===== src/rtl/mixed_mult.sv =====
module mixed_mult #(
  parameter int W = 16
) (
  input  logic         clk,
  input  logic         rst_n,
  input  logic [W-1:0] x_in,
  input  logic         x_signed,
  input  logic         x_ld,
  input  logic [W-1:0] y_in,
  input  logic         y_signed,
  input  logic         y_ld,
  input  logic         rnd_in,
  input  logic         fmt_adj,
  input  logic         msp_ld,
  input  logic         lsp_ld,
  input  logic         bypass,
  input  logic         hi_sel,
  input  logic         prod_oe,
  input  logic         yback_oe,
  output logic [W-1:0] prod_out,
  output logic         prod_drv_en,
  output logic [W-1:0] y_back_out,
  output logic         y_back_en
);
  localparam int EW = W + 1;
  localparam int PW = 2 * W;
  localparam logic [PW-1:0] RND_ONE = PW'(1) << (W - 1);

  logic [W-1:0] xr, yr, msp_q, lsp_q;
  logic         xs_r, ys_r, rnd_r;

  always_ff @(posedge clk) begin
    if (!rst_n) begin
      xr <= '0; yr <= '0; xs_r <= 1'b0; ys_r <= 1'b0; rnd_r <= 1'b0;
      msp_q <= '0; lsp_q <= '0;
    end else begin
      if (x_ld) begin
        xr <= x_in; xs_r <= x_signed; rnd_r <= rnd_in;
      end
      if (y_ld) begin
        yr <= y_in; ys_r <= y_signed;
      end
      if (msp_ld) msp_q <= res[PW-1:W];
      if (lsp_ld) lsp_q <= res[W-1:0];
    end
  end

  logic signed [EW-1:0]   xe, ye;
  logic signed [2*EW-1:0] pfull;
  logic [PW-1:0]          raw, adj, res;

  assign xe    = $signed({xs_r & xr[W-1], xr});
  assign ye    = $signed({ys_r & yr[W-1], yr});
  assign pfull = xe * ye;
  assign raw   = pfull[PW-1:0];
  assign adj   = fmt_adj ? {raw[PW-2:0], raw[PW-1]} : raw;
  assign res   = rnd_r ? adj + RND_ONE : adj;

  logic [W-1:0] msp_v, lsp_v;
  assign msp_v = bypass ? res[PW-1:W] : msp_q;
  assign lsp_v = bypass ? res[W-1:0]  : lsp_q;

  assign prod_out    = hi_sel ? msp_v : lsp_v;
  assign prod_drv_en = prod_oe;
  assign y_back_out  = lsp_v;
  assign y_back_en   = yback_oe;
endmodule



===== config.mk =====
export PLATFORM = sky130hd
export DESIGN_NAME = mixed_mult
export DESIGN_NICKNAME = d
export VERILOG_FILES = /design/src/rtl/mixed_mult.sv
export SDC_FILE = /design/constraint.sdc
export NUM_CORES = 1
export LEC_CHECK = 0
export BUFFER_PORTS_ARGS = -buffer_cell sky130_fd_sc_hd__clkbuf_2
export CAP_MARGIN = 20
export CORE_MARGIN = 4
export CORE_UTILIZATION = 25
export DETAILED_ROUTE_END_ITERATION = 8
export SLEW_MARGIN = 25
export SYNTH_ARGS = -nofsm -noshare
export SYNTH_HDL_FRONTEND = slang
export SYNTH_SLANG_ARGS = --single-unit

===== constraint.sdc =====
create_clock -name clk -period 21.1 [get_ports clk]
set_input_delay 2.11 -clock clk [delete_from_list [all_inputs] [get_ports clk]]
set_output_delay 2.11 -clock clk [all_outputs]
set_load 0.02 [all_outputs]

==> run metrics <==
status=finished, final reports clean; Routed WL per cell=15.44 um; synth warn=0; H-tree depth=3; clk sinks=67; FF/Latch Area=1341 um^2; pwr dens=38.73 nW/um^2; First-pass DRT Iterations=6; main combinational cell family by area after synthesis=adder cells; Startpoint Class=register; io pins=80; number of global-route vias before repair=11550; Yosys reg bits=67; Final HPWL DP=~31 mm; crit-path max cell delay=0.83 ns; top post-synthesis cells by area=fa_1 (38%), dfxtp_1 (9.1%), inv_1 (8.1%), ha_1 (7.1%), and2_1 (5.3%); row cnt=slightly below 90; Slew Limit Headroom=0.4134; Syn Inst Count=1664; crit-path most repeated cell=fa_1; IO buf count=75; GR Util All Layers=0.1224; Post-CTS Hold Buffers=0; final setup fails=0; Compound-Gate Fraction of Synth Area=0.08668; most numerous cell in the Yosys netlist=inv_1; FMAX=around 90 MHz; DR DRC count=0; CTS tree=built; post-synthesis adder-cell area fraction=0.4553; layout cell share with drive strength beyond 1=0.07356; GPL Wtd Cong=0.8584; Setup Fix Bufs, Post-CTS=0; final period utilization=0.5338; area leader, netlist=fa_1; syn avg cell area=around 9 um^2; kind of critical path=reg -> out; Arrival @ worst endpoint=9.15 ns; maxcap violations=0; Total Routed Length=roughly 38 mm; clk slew on worst S/H paths=approximately 0.070 ns; post-synth cell types=63; max-slew violations=0; 1st-iter DRT viols=577; routed vias/inst=4.535; die area=62660 um^2; reg2reg setup slack=12.75 ns; # fillers=6274; Max Root-Sink Buffers=2; mux share of post-synthesis cell area=0.05889; Post-Place Cell Area=15720 um^2; Worst Tran Pin Value=slightly below 0.9 ns; fin nets=2078; leakage power=7.979 nW; ANT nets after route=0; cts bufs inserted=9; Synth Area in Simple Gates=0.1741; required time worst endpoint=18.99 ns; Hold Path Class=reg -> reg; clk_lat worst skew=between 0.3 and 0.4 ns; xor/xnor cell area share of the yosys netlist=0.02983; P&R area growth vs syn=9.068%; register area share after synthesis=0.09137; asr flop ratio synth=0; multi-input logic area=11820 um^2; die width=250.3 um; Primary FF master, synth=dfxtp_1; Mapped Nets=2075; core area=57920 um^2; Hold Fails Final Rpt=0; post_cts resized=0; Peak VDD IR=0.00003476 V; RSZ-0062 raised after global routing=false; overflow left after global routing=0; Final Cell Area=roughly 16000 um^2; initial core utilization=0.2535; Final min period=11.26 ns; initial antenna violation count=1; largest net degree at the start of global routing=69; top-area cell type share of the netlist area=0.3846; total number of vias=11060; Clock Tree Root=clkbuf_16; Mapped Area=roughly 15000 um^2; slowest CP cell=dfxtp_1; EDFF count, synth=0; die height=250.3 um; Setup TNS=0 ns; Crit. End Element=output port; Clock Skews=0.009611 ns; largest driver fanout on the critical path=26; most common library cells after synthesis=inv_1 (315), fa_1 (282), nand2_1 (187), and2_1 (125), ha_1 (83); global-route wire length before repair=62.76 mm
[flip-flops by register name, summed over array words and instances, names as in the netlist]
register and count:
rnd_r 1, xr 16, lsp_q 16, xs_r 1
ys_r 1, msp_q 16, yr 16
[cells by family (layout without fill, tap and decap cells)]
kind of cell,Yosys count,in the layout
mux,83,83
simple gates,510,510
xor+xnor,50,50
fa+ha+maj,365,365
compound gates,185,185
flops,67,67
other cells,0,1
buf+inv,404,412
[routing by layer]
layer / global-route usage / vias up / share of wire
met5: 0 / - / 0.00019
met4: 0.02584 / 2 / 0.018
met3: 0.02502 / 39 / 0.061
met2: 0.1944 / 330 / 0.45
met1: 0.1732 / 5539 / 0.47
li1: - / 5146 / -
[final cells by class]
| type | instances | share of cell area |
|---|---|---|
| well taps | 765 | 0.05978 |
| clock inverters | 7 | 0.004220 |
| diodes | 1 | 0.0001563 |
| flip-flops and latches | 67 | 0.08377 |
| clock buffers | 9 | 0.01407 |
| repair buffers | 81 | 0.02626 |
| inverters | 315 | 0.07385 |
| multi-input cells | 1193 | 0.7379 |
[cell usage in the layout (no fill, tap or decap), types with 19 or more instances in the layout]
master    count
inv_1       315
fa_1        282
nand2_1     187
and2_1      125
ha_1         83
clkbuf_2     75
mux2i_1      74
nor2_1       72
a21oi_1      68
dfxtp_1      67
nor2b_1      52
xnor2_1      37
o21ai_0      22
o211a_1      19
[final timing paths]
path                            startpoint      endpoint  cells after the start
worst max-delay path                xr[15]  prod_out[15]                     25
worst min-delay path             lsp_q[10]     lsp_q[10]                      1
worst min register to register   lsp_q[10]     lsp_q[10]                      1
worst max register to register      yr[15]     msp_q[14]                     22
[stage by stage]
| stage | hold slack (ns) | total power [W] | setup WS [ns] | utilization | instances |
|---|---|---|---|---|---|
| after CTS | 0.4861 | 0.0006257 | 9.846 | 0.2764 | 2437 |
| after global placement | 0.4599 | 0.0004574 | 10.40 | 0.2714 | 2421 |
| after floorplan | 0.4546 | 0.0003722 | 10.92 | - | 1664 |
| after global routing | 0.4951 | 0.0006683 | 9.315 | 0.2764 | 2437 |
| final | 0.4823 | 0.0006201 | 9.838 | 0.2765 | 2438 |
| after detailed placement | 0.4678 | 0.0004597 | 10.30 | 0.2714 | 2421 |
[report_power, final]
group          total [W]  switching (W)  internal (W)  leakage, nW
clock           0.000160      0.0000771     0.0000832        0.142
sequential      0.000160      0.0000238      0.000136        0.552
combinational   0.000300       0.000182      0.000117         7.28
[worst max-delay path, delay by kind of cell (launching register included)]
family / cells / cell delay, ns
AOI/OAI and AO/OA: 5 / 1.34
adders and majority gates: 7 / 3.21
buffers and inverters: 6 / 0.75
DFF: 1 / 0.83
muxes: 2 / 0.82
and+or+nand+nor: 5 / 1.85
(Power assumes the default switching activity.)
